<file path="config.mk">
export PLATFORM = sky130hd
export DESIGN_NAME = wp_sector_guard
export DESIGN_NICKNAME = d
export VERILOG_FILES = /design/src/rtl/wp_guard_pkg.sv /design/src/rtl/wp_sect_map.sv /design/src/rtl/wp_lock_bank.sv /design/src/rtl/wp_pw_gate.sv /design/src/rtl/wp_sector_guard.sv
export SDC_FILE = /design/constraint.sdc
export NUM_CORES = 1
export LEC_CHECK = 0
export BUFFER_PORTS_ARGS = -buffer_cell sky130_fd_sc_hd__buf_2
export CORE_MARGIN = 5
export CORE_UTILIZATION = 40
export DETAILED_ROUTE_END_ITERATION = 10
export HOLD_SLACK_MARGIN = 0.06
export PLACE_DENSITY_LB_ADDON = 0.12
export SETUP_SLACK_MARGIN = 0.4
export SLEW_MARGIN = 20
export SYNTH_ARGS = -nofsm -noshare
export SYNTH_HDL_FRONTEND = slang
export SYNTH_SLANG_ARGS = --single-unit
</file>
<file path="constraint.sdc">
create_clock -name clk -period 6.65 [get_ports clk]
set_input_delay 0.665 -clock clk [delete_from_list [all_inputs] [get_ports clk]]
set_output_delay 0.665 -clock clk [all_outputs]
set_load 0.01 [all_outputs]
</file>
<file path="src/rtl/wp_guard_pkg.sv">
package wp_guard_pkg;

   typedef enum logic [1:0] {
      LK_HOLD = 2'd0,
      LK_SET  = 2'd1,
      LK_CLR  = 2'd2
   } lk_op_e;

   // Number of sectors: every large region except the two end ones,
   // plus the small sectors that the two end regions are split into.
   function automatic int sect_count(input int addr_w, input int big_w, input int small_w);
      return (1 << (addr_w - big_w)) - 2 + 2 * (1 << (big_w - small_w));
   endfunction

endpackage

</file>
<file path="src/rtl/wp_sect_map.sv">
module wp_sect_map #(
   parameter int ADDR_W   = 22,
   parameter int BIG_W    = 15,
   parameter int SMALL_W  = 12,
   parameter int WP_COUNT = 4,
   parameter int SECT_W   = 8
) (
   input  logic [ADDR_W-SMALL_W-1:0] page,
   output logic [SECT_W-1:0]         idx,
   output logic                      wp_zone
);
   localparam int AREA_W = ADDR_W - BIG_W;
   localparam int SUB_W  = BIG_W - SMALL_W;
   localparam int N_AREA = 1 << AREA_W;
   localparam int BPA    = 1 << SUB_W;
   localparam int N_SECT = N_AREA - 2 + 2 * BPA;

   logic [AREA_W-1:0] area;
   assign area = page[ADDR_W-SMALL_W-1:SUB_W];

   generate
      if (SUB_W == 0) begin : g_uniform
         assign idx = SECT_W'(area);
      end else begin : g_boot_ends
         logic [SUB_W-1:0] sub;
         assign sub = page[SUB_W-1:0];
         always_comb begin
            if (area == '0)
               idx = SECT_W'(sub);
            else if (area == '1)
               idx = SECT_W'(N_AREA - 2 + BPA) + SECT_W'(sub);
            else
               idx = SECT_W'(area) + SECT_W'(BPA - 1);
         end
      end
   endgenerate

   generate
      if (WP_COUNT == 0) begin : g_no_wp
         assign wp_zone = 1'b0;
      end else begin : g_wp
         assign wp_zone = (idx < SECT_W'(WP_COUNT)) ||
                          (idx >= SECT_W'(N_SECT - WP_COUNT));
      end
   endgenerate

endmodule

</file>
<file path="src/rtl/wp_lock_bank.sv">
module wp_lock_bank
   import wp_guard_pkg::*;
#(
   parameter int N_SECT = 142,
   parameter int SECT_W = 8
) (
   input  logic              clk,
   input  logic              rst_n,
   input  lk_op_e            op,
   input  logic [SECT_W-1:0] op_idx,
   input  logic [SECT_W-1:0] rd_idx,
   output logic              rd_lock,
   output logic [N_SECT-1:0] lock_vec
);
   localparam int N_PAD = 1 << SECT_W;

   logic [N_SECT-1:0] lock_q;
   logic [N_PAD-1:0]  lock_pad;

   always_ff @(posedge clk) begin
      if (!rst_n) begin
         lock_q <= '0;
      end else begin
         for (int i = 0; i < N_SECT; i++) begin
            if (op_idx == SECT_W'(i)) begin
               if (op == LK_SET)
                  lock_q[i] <= 1'b1;
               else if (op == LK_CLR)
                  lock_q[i] <= 1'b0;
            end
         end
      end
   end

   generate
      if (N_PAD > N_SECT) begin : g_pad
         assign lock_pad = {{(N_PAD - N_SECT){1'b0}}, lock_q};
      end else begin : g_exact
         assign lock_pad = lock_q;
      end
   endgenerate

   assign rd_lock  = lock_pad[rd_idx];
   assign lock_vec = lock_q;

endmodule

</file>
<file path="src/rtl/wp_pw_gate.sv">
module wp_pw_gate #(
   parameter int              PW_W    = 64,
   parameter logic [PW_W-1:0] PW_INIT = '1
) (
   input  logic            clk,
   input  logic            rst_n,
   input  logic            load,
   input  logic            unlock,
   input  logic [PW_W-1:0] key,
   output logic            open
);
   logic [PW_W-1:0] key_q;
   logic            open_q;

   always_ff @(posedge clk) begin
      if (!rst_n) begin
         key_q  <= PW_INIT;
         open_q <= 1'b0;
      end else if (open_q && load) begin
         key_q  <= key;
         open_q <= 1'b0;
      end else if (!open_q && unlock && (key == key_q)) begin
         open_q <= 1'b1;
      end
   end

   assign open = open_q;

endmodule

</file>
<file path="src/rtl/wp_sector_guard.sv">
module wp_sector_guard
   import wp_guard_pkg::*;
#(
   parameter int              ADDR_W   = 22,
   parameter int              BIG_W    = 15,
   parameter int              SMALL_W  = 12,
   parameter int              WP_COUNT = 4,
   parameter int              PW_W     = 64,
   parameter logic [PW_W-1:0] PW_INIT  = '1
) (
   input  logic              clk,
   input  logic              rst_n,
   input  logic              req_vld,
   input  logic [ADDR_W-1:0] req_addr,
   input  logic              wp_n,
   input  logic              acc_lvl,
   input  logic [ADDR_W-1:0] cmd_addr,
   input  logic              lock_set,
   input  logic              lock_clr,
   input  logic              pw_load,
   input  logic              pw_unlock,
   input  logic [PW_W-1:0]   pw_key,
   output logic              grant_vld,
   output logic              grant_ok
);
   localparam int N_SECT = sect_count(ADDR_W, BIG_W, SMALL_W);
   localparam int SECT_W = $clog2(N_SECT);
   localparam int BPA    = 1 << (BIG_W - SMALL_W);
   localparam int PAGE_W = ADDR_W - SMALL_W;

   generate
      if (SMALL_W < 1 || SMALL_W > BIG_W || BIG_W >= ADDR_W - 1) begin : g_bad_geom
         $error("wp_sector_guard: need 1 <= SMALL_W <= BIG_W < ADDR_W-1");
      end
      if (WP_COUNT < 0 || WP_COUNT > BPA) begin : g_bad_wp
         $error("wp_sector_guard: WP_COUNT must lie in 0..boot sectors per end");
      end
      if (PW_W < 1) begin : g_bad_pw
         $error("wp_sector_guard: PW_W must be positive");
      end
   endgenerate

   logic [SECT_W-1:0] req_idx;
   logic [SECT_W-1:0] cmd_idx;
   logic              req_wp_zone;
   logic              cmd_wp_zone_unused;
   logic              unused_low_bits;
   logic              pw_open;
   logic              rd_lock;
   logic [N_SECT-1:0] lock_vec;
   lk_op_e            lk_op;
   logic              deny;

   assign unused_low_bits = ^{req_addr[SMALL_W-1:0], cmd_addr[SMALL_W-1:0], cmd_wp_zone_unused};

   wp_sect_map #(
      .ADDR_W(ADDR_W), .BIG_W(BIG_W), .SMALL_W(SMALL_W),
      .WP_COUNT(WP_COUNT), .SECT_W(SECT_W)
   ) u_req_map (
      .page    (req_addr[ADDR_W-1:SMALL_W]),
      .idx     (req_idx),
      .wp_zone (req_wp_zone)
   );

   wp_sect_map #(
      .ADDR_W(ADDR_W), .BIG_W(BIG_W), .SMALL_W(SMALL_W),
      .WP_COUNT(WP_COUNT), .SECT_W(SECT_W)
   ) u_cmd_map (
      .page    (cmd_addr[ADDR_W-1:ADDR_W-PAGE_W]),
      .idx     (cmd_idx),
      .wp_zone (cmd_wp_zone_unused)
   );

   wp_pw_gate #(
      .PW_W(PW_W), .PW_INIT(PW_INIT)
   ) u_pw (
      .clk    (clk),
      .rst_n  (rst_n),
      .load   (pw_load),
      .unlock (pw_unlock),
      .key    (pw_key),
      .open   (pw_open)
   );

   always_comb begin
      lk_op = LK_HOLD;
      if (pw_open) begin
         if (lock_set)
            lk_op = LK_SET;
         else if (lock_clr)
            lk_op = LK_CLR;
      end
   end

   wp_lock_bank #(
      .N_SECT(N_SECT), .SECT_W(SECT_W)
   ) u_locks (
      .clk      (clk),
      .rst_n    (rst_n),
      .op       (lk_op),
      .op_idx   (cmd_idx),
      .rd_idx   (req_idx),
      .rd_lock  (rd_lock),
      .lock_vec (lock_vec)
   );

   assign deny = rd_lock || (!wp_n && req_wp_zone) || !acc_lvl;

   always_ff @(posedge clk) begin
      if (!rst_n) begin
         grant_vld <= 1'b0;
         grant_ok  <= 1'b0;
      end else begin
         grant_vld <= req_vld;
         grant_ok  <= req_vld && !deny;
      end
   end

endmodule

</file>
---- Word-level counts from Yosys, hierarchy flattened ----
Cells that the tools add are included.
storage, ports and cells
  output and inout bits ................... 2
  logic and storage cells ................. 470
  input port bits ......................... 117
  register bits after elaboration ......... 209
operators by class
  multiplexer cells ....................... 11
  add/subtract/negate cells ............... 4
  equal/unequal tests ..................... 146
  magnitude comparators ................... 3
  bitwise operators ....................... 1
  reductions and logical operators ........ 159
operator list
  operator             count
  $eq 8x7->1 const B   64
  $reduce_and 2->1     142
  $eq 8x6->1 const B   32
  $eq 8x5->1 const B   16
  $eq 8x8->1 const B   14
  $eq 64x64->1         1
  $eq 8x4->1 const B   8
  $eq 8x3->1 const B   4
  $mux 8               4
  $add 7x3->8 const B  2
  $add 8x3->8 const A  2
  $eq 8x2->1 const B   2
  $eq 7x7->1 const B   2
  $logic_not 7->1      2
  $lt 8x9->1 const B   1
  $bmux 1 s8           1
  $eq 8x1->1 const B   1
  $ge 8x8->1 const B   1
  $logic_not 8->1      1
  $lt 8x3->1 const B   1
  $mux 2               3
  $logic_and 1x1->1    5
  $logic_not 1->1      4
  $logic_or 1x1->1     3
  other kinds (6)      8

---- Depth between registers and ports, before layout ----
Gate-level depths: netlist of the first run.
  word-level depth ........................ 10
  mapped depth ............................ 14
  depth with buffers taken out ............ 11

---- By module ----
From an unflattened synthesis of the first run, not the netlist that was laid out.
second synthesis, totals
  cells, all modules ...................... 1298
  area total of the unflattened synthesis .. 11020.6 um^2
modules (own cells, without submodules)
  module           area each (um^2)  instances  cells each  seq. area each (um^2)
  wp_lock_bank     7225.7            1          810         2842.7
  wp_pw_gate       2941.6            1          369         1301.2
  wp_sect_map      386.6             2          56          0.0
  wp_sector_guard  80.1              1          7           40.0

---- Worst setup path before layout of the first run ----
No wires, ideal clock.
  path type ............................... in2reg
  start point ............................. input req_addr[15]
  end point ............................... register grant_ok
  library setup time ...................... 74 ps
  setup slack ............................. 3696 ps
  required time ........................... 6576 ps
  path buffers ............................ 3
  stages on the path ...................... 12
  arrival time ............................ 2880 ps
  path through ............................ ha_1 and4_1 buf_4 a221oi_2 a21o_1 buf_6 buf_8 mux4_2 a21boi_1 and3_1 nand4_1 a31oi_1
between the ends
  longest elaborated chain between the ends .. 10
  elaborated cells between the ends (all ways) .. 15
  those cells by class .................... add/sub (1); order compare (2); eq/ne (1); mux (4); reduce/logical (7)
ends and longest elaborated chain
  item                                                RTL line                              text
  start: declaration                                  wp_sector_guard.sv:14                 input logic [ADDR_W-1:0] req_addr,
  $add 7x3->8 or $eq 7x7->1 (tied branches)           wp_sect_map.sv:33, wp_sect_map.sv:30
  $mux 8                                              wp_sect_map.sv:30                     else if (area == '1)
  $mux 8 (*)                                          wp_sect_map.sv:28                     if (area == '0)
  branches (longest 3 deep; another with $bmux 1 s8)  -
  $logic_or 1x1->1 (*) (2 in a row)                   wp_sector_guard.sv:107                assign deny = rd_lock || (!wp_n && req_wp_zone) || !acc_lvl;
  $logic_not 1->1 (*)                                 wp_sector_guard.sv:115                grant_ok <= req_vld && !deny;
  $logic_and 1x1->1 (*)                               wp_sector_guard.sv:115
  end signal: assignment                              wp_sector_guard.sv:115
  end: declaration                                    wp_sector_guard.sv:24                 output logic grant_ok
Every way passes the cells marked *. The select of a mux whose other input is x is not followed.
A chain may end at the register's enable or synchronous reset.

---- Worst setup path in the final report of the first run ----
  start point ............................. input req_addr[18]
  end point ............................... register grant_ok
Same word-level chain as after synthesis.

==> results.py, run 1 <==
metrics = {
    "yosys": {
        "ys_seq_elements": 209,
        "synth-async-reset-ratio": 0,
        "synth_edf_count": 0,
        "synthTopCellsByCount": "nand2_1 (323), dfxtp_1 (209), nand3_1 (118), nor2b_1 (113), mux2i_1 (109)",
        "ys_seq_area_frac": 0.355,
        "synth_most_common_cell": "nand2_1",
        "yosys_warnings": 0,
        "synth_top_area_cell": "dfxtp_1",
        "synth_fa_ha_area_frac": 0.00743,
        "synthCells": 1486,
        "synth_compound_area_frac": 0.142,
        "syn_area_per_cell_um2": 7.93,
        "syn_nets": 1610,
        "synth_top_family_by_area": "simple AND/OR/NAND/NOR gates",
        "yosys.area_share.simple": 0.292,
        "muxShareOfSynthArea": 0.106,
        "yosys.cell_types.count": 82,
        "synth_xor_area_frac": 0.0527,
        "synth_top_area_share": 0.355,
        "ys.flop_type": "dfxtp_1",
        "syn_area_um2": 11800,
        "synthTopCellsByArea": "dfxtp_1 (35%), nand2_1 (10%), mux2i_1 (9.3%)",
    },
    "pwr": {
        "peakVddDrop_mv": 0.205,
        "leakagePower_uw": 0.00519,
        "p_per_area_nw_per_um2": 231,
        "p_total_uw": 3090,
    },
    "die": {
        "dieWidth_um": 182,
        "dieHeight_um": 182,
        "core_area_um2": 28900,
        "start_util": 0.408,
        "placementRows": 62,
        "num_io_pins": 119,
        "die_area_um2": 33000,
    },
    "sta": {
        "rsz0062_at_grt": "false",
        "finalSetupViolations": 0,
        "hold_viol_final": 0,
        "relSlewSlack": 0.284,
        "final.setup.tns_ns": 0,
        "timing.final.crit_share": 0.598,
        "drv_slew": 0,
        "fmax_mhz": 251,
        "worst_pin_slew_ns": 1.07,
        "fin_skew_ns": 0.00754,
        "post-route-min-period_ns": 3.98,
    },
    "clock_network": {
        "hold_buffers": 0,
        "clock_latency_ns": 0.54,
        "cts_buffer_depth": 3,
        "cts_tree": "built",
        "clk_pin_slew_worst_paths_ns": 0.06,
        "cts_root_buffer": "clkbuf_16",
        "post_cts_buffers": 0,
        "cts_max_level": 1,
        "cts_made_buffers": 26,
        "cts.sinks": 209,
        "post_cts_resized": 0,
    },
    "critical_path": {
        "crit_path_max_fanout": 25,
        "worstSetupPathType": "in -> reg",
        "critPathArrivalTime_ns": 4.44,
        "rr_worst_depth": 4,
        "crit_path_end_kind": "flop",
        "cp-start-kind": "input pin",
        "cp.required_ns": 7.11,
    },
    "detailed_routing": {
        "dr.first_iter.drc_count": 680,
        "routed-wl-met3_um": 1600,
        "postRouteAntennaNets": 0,
        "met1_length_um": 16200,
        "met2_length_um": 16300,
        "route.vias.total": 10500,
        "via_per_inst": 5.47,
        "drt_first_pass_iters": 5,
        "drcViolationCount": 0,
        "wire_per_inst_um": 18.4,
        "top_layer": "met5",
        "finalWirelength_um": 35400,
    },
    "place": {
        "dpl.hpwl_um": 23500,
        "gp_congestion": 0.844,
        "io_buffers": 94,
        "placedCellCount": 1871,
    },
    "global_route": {
        "grt_overflow": 0,
        "grt_pass1_vias": 9990,
        "grt_first_pass_wirelength_um": 56300,
        "antenna_found_initial": 3,
        "grtUsageTotal": 0.208,
        "grt_max_degree": 110,
    },
    "hold_path": {
        "min_path_type": "in -> reg",
        "hold-path-cell-count": 3,
    },
    "layout": {
        "syn2layout_area_growth_pct": 13.6,
        "drive_gt1_frac": 0.126,
        "final_cells": 1920,
        "nets": 1640,
    },
    "run": {
        "cap_violations": 0,
    },
    "run_status": {
        "outcome": "completed",
    },
}
where the power goes:
part	internal, uW	switching, uW
clock network	939	582
logic	104	211
registers	1250	0.234
logic make-up after synthesis:
logic type               count (synthesis)
AO/OA/AOI/OAI                          235
XOR/XNOR                                71
adder cells (fa/ha/maj)                  7
buffers and inverters                  125
flip-flops                             209
multiplexers                           116
AND/OR/NAND/NOR                        723
layout by cell type (no fill, tap or decap), drive strengths merged, types with 14 or more instances in the layout:
cell type	Yosys	final
a211oi	16	16
a21boi	55	55
a21oi	23	23
a31oi	14	14
and3	19	19
buf	26	109
clkbuf	81	37
dfxtp	209	209
inv	18	19
mux2i	109	109
nand2	325	325
nand3	119	119
nand4	21	21
nor2	68	68
nor2b	113	113
nor3	18	18
o21ai	52	52
xnor2	53	53
xor2	18	18
stage by stage:
step           setup slack (ns)   util  cell area [um2]  hold WS, ns
2_1_floorplan              3.70      -            11800        0.439
3_3_place_gp               2.22  0.430            12400        0.451
3_5_place_dp               2.20  0.430            12400        0.460
4_1_cts                    2.74  0.462            13400        0.336
5_1_grt                    2.51  0.463            13400        0.352
6_report                   2.67  0.463            13400        0.360
critical path, cell delays in order:
cell	delay, ns
buf_2	0.14
or4_4	0.58
nor2_2	0.46
o21ai_2	0.41
nand2_2	0.58
buf_4	0.41
mux4_2	0.36
mux2i_1	0.17
o21ai_0	0.14
a311o_1	0.34
a31oi_1	0.16
layer usage:
metal / track usage / vias up
met5: 0 / -
met4: 0.0748 / 4
met3: 0.0322 / 67
met2: 0.339 / 259
met1: 0.280 / 4977
li1: - / 5200
sequential cells by signal (all words and copies together), names as in the netlist:
| name | count |
|---|---|
| u_locks.lock_vec | 142 |
| u_pw.key_q | 64 |
| grant_ok | 1 |
| grant_vld | 1 |
| u_pw.open | 1 |
final timing paths:
check | start | end | slack, ns
setup reg to reg | u_pw.open | u_locks.lock_vec[113] | 4.30
hold reg to reg | u_locks.lock_vec[17] | u_locks.lock_vec[17] | 0.46
hold / removal | pw_key[45] | u_pw.key_q[45] | 0.36
setup / recovery | req_addr[18] | grant_ok | 2.67
final cells by class:
class	count	area, um2
fillers	2880	15500
multi-input cells	1152	7120
flip-flops and latches	209	4180
clock buffers	37	782
repair buffers	109	593
well taps	384	480
clock inverters	10	159
inverters	18	67.6
diodes	1	2.50
Note: power is estimated with default switching activity, not from simulation.
==> run 2, diff against run 1 <==
- clock period: 6.65 -> 3.7 ns (I/O delays scaled with it)
==> run 2 against run 1 <==
- clock power grew 75%
- design area grew 4.4%
- sequential power grew 80%
==> results.py, run 2 (same netlist as run 1, synthesis figures left out) <==
metrics = {
    "place": {
        "dpl.hpwl_um": 23900,
        "dp_slack_ns": 0.303,
        "place_area_um2": 12700,
        "gp_congestion": 0.847,
        "io_buffers": 94,
    },
    "detailed_routing": {
        "wire_per_inst_um": 18.2,
        "drt_first_pass_iters": 5,
        "route.vias.total": 10700,
        "finalWirelength_um": 36100,
        "via_per_inst": 5.40,
        "drcViolationCount": 0,
        "postRouteAntennaNets": 0,
        "dr.first_iter.drc_count": 838,
    },
    "layout": {
        "fill_cells": 2812,
        "syn2layout_area_growth_pct": 18.5,
        "layout_commonest_cell": "nand2_1",
        "nets": 1708,
        "largest_reg_flops": 142,
        "diodes": 0,
        "final_area_um2": 14000,
        "mostFrequentLayoutCells": "nand2_1 (322), dfxtp_1 (209), nand3_1 (118)",
        "drive_gt1_frac": 0.139,
    },
    "clock_network": {
        "cts_made_buffers": 26,
        "cts_buffer_depth": 3,
        "post_cts_resized": 0,
        "cts_tree": "built",
        "cts.sinks": 209,
        "clock_latency_ns": 0.53,
        "clk_pin_slew_worst_paths_ns": 0.06,
        "cts_max_level": 1,
        "cts_root_buffer": "clkbuf_16",
    },
    "sta": {
        "drv_slew": 0,
        "hold_viol_final": 0,
        "post-route-min-period_ns": 2.88,
        "rsz0062_at_grt": "false",
        "fin_hold_ws_ns": 0.0799,
        "worst_pin_slew_ns": 0.969,
        "fin_skew_ns": 0.00933,
        "final.setup.tns_ns": 0,
        "fmax_mhz": 347,
        "setup_slack_ns": 0.820,
        "finalSetupViolations": 0,
        "timing.final.crit_share": 0.778,
        "relSlewSlack": 0.354,
    },
    "run": {
        "cap_violations": 0,
    },
    "global_route": {
        "grt_pass1_vias": 10100,
        "grt_max_degree": 143,
        "met1_usage": 0.284,
        "grt_overflow": 0,
        "grtUsageMet2": 0.348,
        "antenna_found_initial": 0,
        "grt_first_pass_wirelength_um": 56900,
        "grtUsageTotal": 0.211,
        "grt_util_met3": 0.0256,
        "top_usage_layer": "met2",
    },
    "die": {
        "core_area_um2": 28900,
        "placementRows": 62,
        "dieHeight_um": 182,
        "start_util": 0.408,
        "num_io_pins": 119,
        "die_area_um2": 33000,
        "dieWidth_um": 182,
    },
    "pwr": {
        "p_total_uw": 5540,
        "peakVddDrop_mv": 0.401,
        "p_per_area_nw_per_um2": 397,
        "leakagePower_uw": 0.00550,
    },
    "critical_path": {
        "r2r_slack_ns": 1.52,
        "worstSetupPathType": "in -> reg",
        "crit_path_end_kind": "flop",
        "reg2reg_to": "u_locks.lock_vec[91]",
        "critPathArrivalTime_ns": 3.34,
        "cp.required_ns": 4.16,
        "cp-start-kind": "input pin",
        "rr_worst_depth": 6,
        "crit_path_max_fanout": 26,
        "reg2reg_from": "u_pw.open",
    },
    "run_status": {
        "outcome": "completed",
    },
    "hold_path": {
        "whs_endpoint": "u_pw.key_q[35]",
        "min_path_type": "in -> reg",
        "hold-path-cell-count": 3,
        "hold_start": "pw_key[35]",
    },
}
==> run 2: cell types whose count changed in the layout (fill, tap and decap cells not counted), sizes merged <==
cell         previous run  this run
inv                    19        18
dlygate4sd3             0        34
clkinv                  5         3
diode                   1         0
buf                   109       143
clkbuf                 37        39
==> run 2: stage by stage <==
step / utilization / cells
floorplan: - / 1486
detailed placement: 0.440 / 1906
global route: 0.483 / 1986
CTS: 0.483 / 1986
finish: 0.483 / 1986
global placement: 0.440 / 1906
==> run 2: worst max-delay path, stage by stage <==
cell and delay, ns:
buf_2 0.13, ha_1 0.22, and4_1 0.28, a221oi_2 0.45, a21o_1 0.29, buf_12 0.24
mux4_2 0.52, a31oi_1 0.19, o21ai_0 0.19, a311o_1 0.30, a31oi_1 0.13
==> run 2: area by class of cell <==
| type | instances | area, um2 | area share |
|---|---|---|---|
| clock buffer | 39 | 779 | 0.0558 |
| clock inverter | 7 | 124 | 0.00886 |
| inverter | 18 | 67.6 | 0.00483 |
| multi-input combinational | 1152 | 7110 | 0.509 |
| sequential | 209 | 4180 | 0.299 |
| tap | 384 | 480 | 0.0344 |
| timing repair buffer | 177 | 1230 | 0.0881 |
==> run 2: how the worst max path moves through the flow <==
stage | from | end | slack [ns] | cells past startpoint
after global placement | req_addr[15] | grant_ok | 0.32 | 11
after CTS | req_addr[15] | grant_ok | 0.85 | 11
after floorplan | req_addr[15] | grant_ok | 1.04 | 12
after detailed placement | req_addr[15] | grant_ok | 0.30 | 11
after global routing | req_addr[15] | grant_ok | 0.75 | 11
final | req_addr[15] | grant_ok | 0.82 | 11
==> run 2: what timing repair did <==
item,in CTS,in global routing
endpoints found under the hold margin,34,0
buffers inserted,0,0
hold buffers,34,0
==> run 2: layer usage <==
metal / wire (um) / part of all wire
met1: 16600 / 0.46
met4: 1360 / 0.038
met2: 16600 / 0.46
met3: 1590 / 0.044
met5: 0 / 0
==> run 2: where the power goes <==
part | total [uW] | internal [uW] | switching, uW
registers | 2250 | 2250 | 0.536
logic | 628 | 235 | 393
clock network | 2660 | 1660 | 1010
total | 5540 | 4140 | 1400
==> run 3, diff against run 2 <==
- clock period: 3.7 -> 2.93 ns (I/O delays scaled with it)
==> run 3 against run 2 <==
- sequential cell count did not move
- wire length up 1.4%
- power rose by 33%
- clock skew rose by 0.0026 ns
- sequential share of layout area shrank 1.9 points
- clock power is 36% higher
- combinational power grew 42%
- design area increased by 6.6%
- sequential power is 26% higher
- largest cell class unchanged
==> results.py, run 3 (same netlist as run 1, synthesis figures left out) <==
metrics = {
    "run_status": {
        "outcome": "completed",
    },
    "detailed_routing": {
        "finalWirelength_um": 36600,
        "postRouteAntennaNets": 0,
        "via_per_inst": 5.30,
        "drt_first_pass_iters": 5,
        "wire_per_inst_um": 17.6,
        "drcViolationCount": 0,
        "dr.first_iter.drc_count": 821,
        "route.vias.total": 11000,
    },
    "critical_path": {
        "reg2reg_from": "u_pw.open",
        "cpMostUsedCell": "a31oi_1",
        "r2r_slack_ns": 1.09,
        "critical_path.cell_chain": "buf_2 > or4_4 > o22ai_4 > a21o_1 > buf_4 > mux4_2 > a31oi_1 > o21ai_0 > a311o_1 > a31oi_1",
        "rr_worst_depth": 6,
        "cp-start-kind": "input pin",
        "critPathArrivalTime_ns": 2.85,
        "crit_path_end_kind": "flop",
        "reg2reg_to": "u_locks.lock_vec[133]",
        "worstSetupPathType": "in -> reg",
        "slowest_delay_ns": 0.57,
        "cp.required_ns": 3.39,
        "crit_path_max_fanout": 9,
        "crit_slowest_cell": "or4_4",
    },
    "global_route": {
        "grt_overflow": 0,
        "antenna_found_initial": 0,
        "grt_pass1_vias": 10700,
        "grt_max_degree": 120,
        "grtUsageTotal": 0.215,
        "grt_first_pass_wirelength_um": 58600,
    },
    "sta": {
        "worst_pin_slew_ns": 0.756,
        "relSlewSlack": 0.496,
        "hold_viol_final": 0,
        "fin_skew_ns": 0.0119,
        "rsz0062_at_grt": "false",
        "fmax_mhz": 418,
        "post-route-min-period_ns": 2.39,
        "drv_slew": 0,
        "timing.final.crit_share": 0.816,
        "finalSetupViolations": 0,
        "fin_hold_ws_ns": 0.122,
    },
    "layout": {
        "post-route-util": 0.515,
        "mostFrequentLayoutCells": "nand2_1 (322), dfxtp_1 (209), nand3_1 (118)",
        "syn2layout_area_growth_pct": 26.4,
        "nets": 1801,
        "largest_reg_flops": 142,
        "drive_gt1_frac": 0.169,
        "layout_commonest_cell": "nand2_1",
        "diodes": 0,
    },
    "pwr": {
        "peakVddDrop_mv": 0.443,
        "p_total_uw": 7350,
        "leakagePower_uw": 0.00597,
        "p_per_area_nw_per_um2": 493,
    },
    "die": {
        "dieHeight_um": 182,
        "num_io_pins": 119,
        "die_area_um2": 33000,
        "placementRows": 62,
        "core_area_um2": 28900,
        "dieWidth_um": 182,
        "start_util": 0.408,
    },
    "clock_network": {
        "clock_latency_ns": 0.54,
        "cts.sinks": 209,
        "clk_pin_slew_worst_paths_ns": 0.06,
        "post_cts_buffers": 0,
        "cts_made_buffers": 27,
        "cts_tree": "built",
        "cts_buffer_depth": 3,
        "cts_root_buffer": "clkbuf_16",
        "cts_max_level": 1,
    },
    "hold_path": {
        "whs_endpoint": "u_pw.key_q[0]",
        "min_path_type": "in -> reg",
        "hold-path-cell-count": 3,
        "hold_start": "pw_key[0]",
    },
    "run": {
        "cap_violations": 0,
    },
    "place": {
        "dpl.hpwl_um": 25600,
        "io_buffers": 94,
        "gp_congestion": 0.886,
    },
}
run 3: layout make-up:
class	count	area, um2
Clock buffer	40	795
Multi-Input combinational cell	1152	7120
Fill cell	2727	14000
Sequential cell	209	4180
Tap cell	384	480
Timing Repair Buffer	269	2070
Clock inverter	10	183
Inverter	18	67.6
run 3: worst max path at each step:
stage	start	endpoint	slack, ns	cells past startpoint
floorplan	req_addr[15]	grant_ok	0.40	12
global placement	req_addr[18]	grant_ok	0.002	11
detailed placement	req_addr[18]	grant_ok	-0.001	10
CTS	req_addr[18]	grant_ok	0.55	10
global route	req_addr[15]	grant_ok	0.43	13
finish	req_addr[18]	grant_ok	0.54	10
run 3: worst max-delay path, delay by kind of cell:
kind | cells | cell delay [ns]
compound gates | 6 | 1.11
simple gates | 1 | 0.57
mux | 1 | 0.53
buf+inv | 2 | 0.33
run 3: stage by stage:
step                setup TNS, ns  setup WS, ns  std cells  instance area (um2)
floorplan                       0         0.403       1486                11800
global placement                0       0.00214       1968                13300
detailed placement      -0.000974     -0.000974       1968                13300
CTS                             0         0.553       2082                14900
global route                    0         0.431       2082                14900
finish                          0         0.539       2082                14900
run 3: what timing repair did:
item / CTS / global route
endpoints found under the hold margin: 64 / 0
hold buffers: 64 / 0
resized for setup: 0 / 1
setup endpoints to repair: 0 / 1
run 3: report_power, final:
group | internal (uW) | total (uW) | switching, uW
logic | 391 | 890 | 499
clock network | 2310 | 3610 | 1310
registers | 2840 | 2840 | 0.690
total | 5540 | 7350 | 1810
run 3: routing by layer:
layer,part of all wire,track usage
met3,0.045,0.0274
met2,0.48,0.367
met1,0.45,0.288
met5,0,0
met4,0.027,0.0570
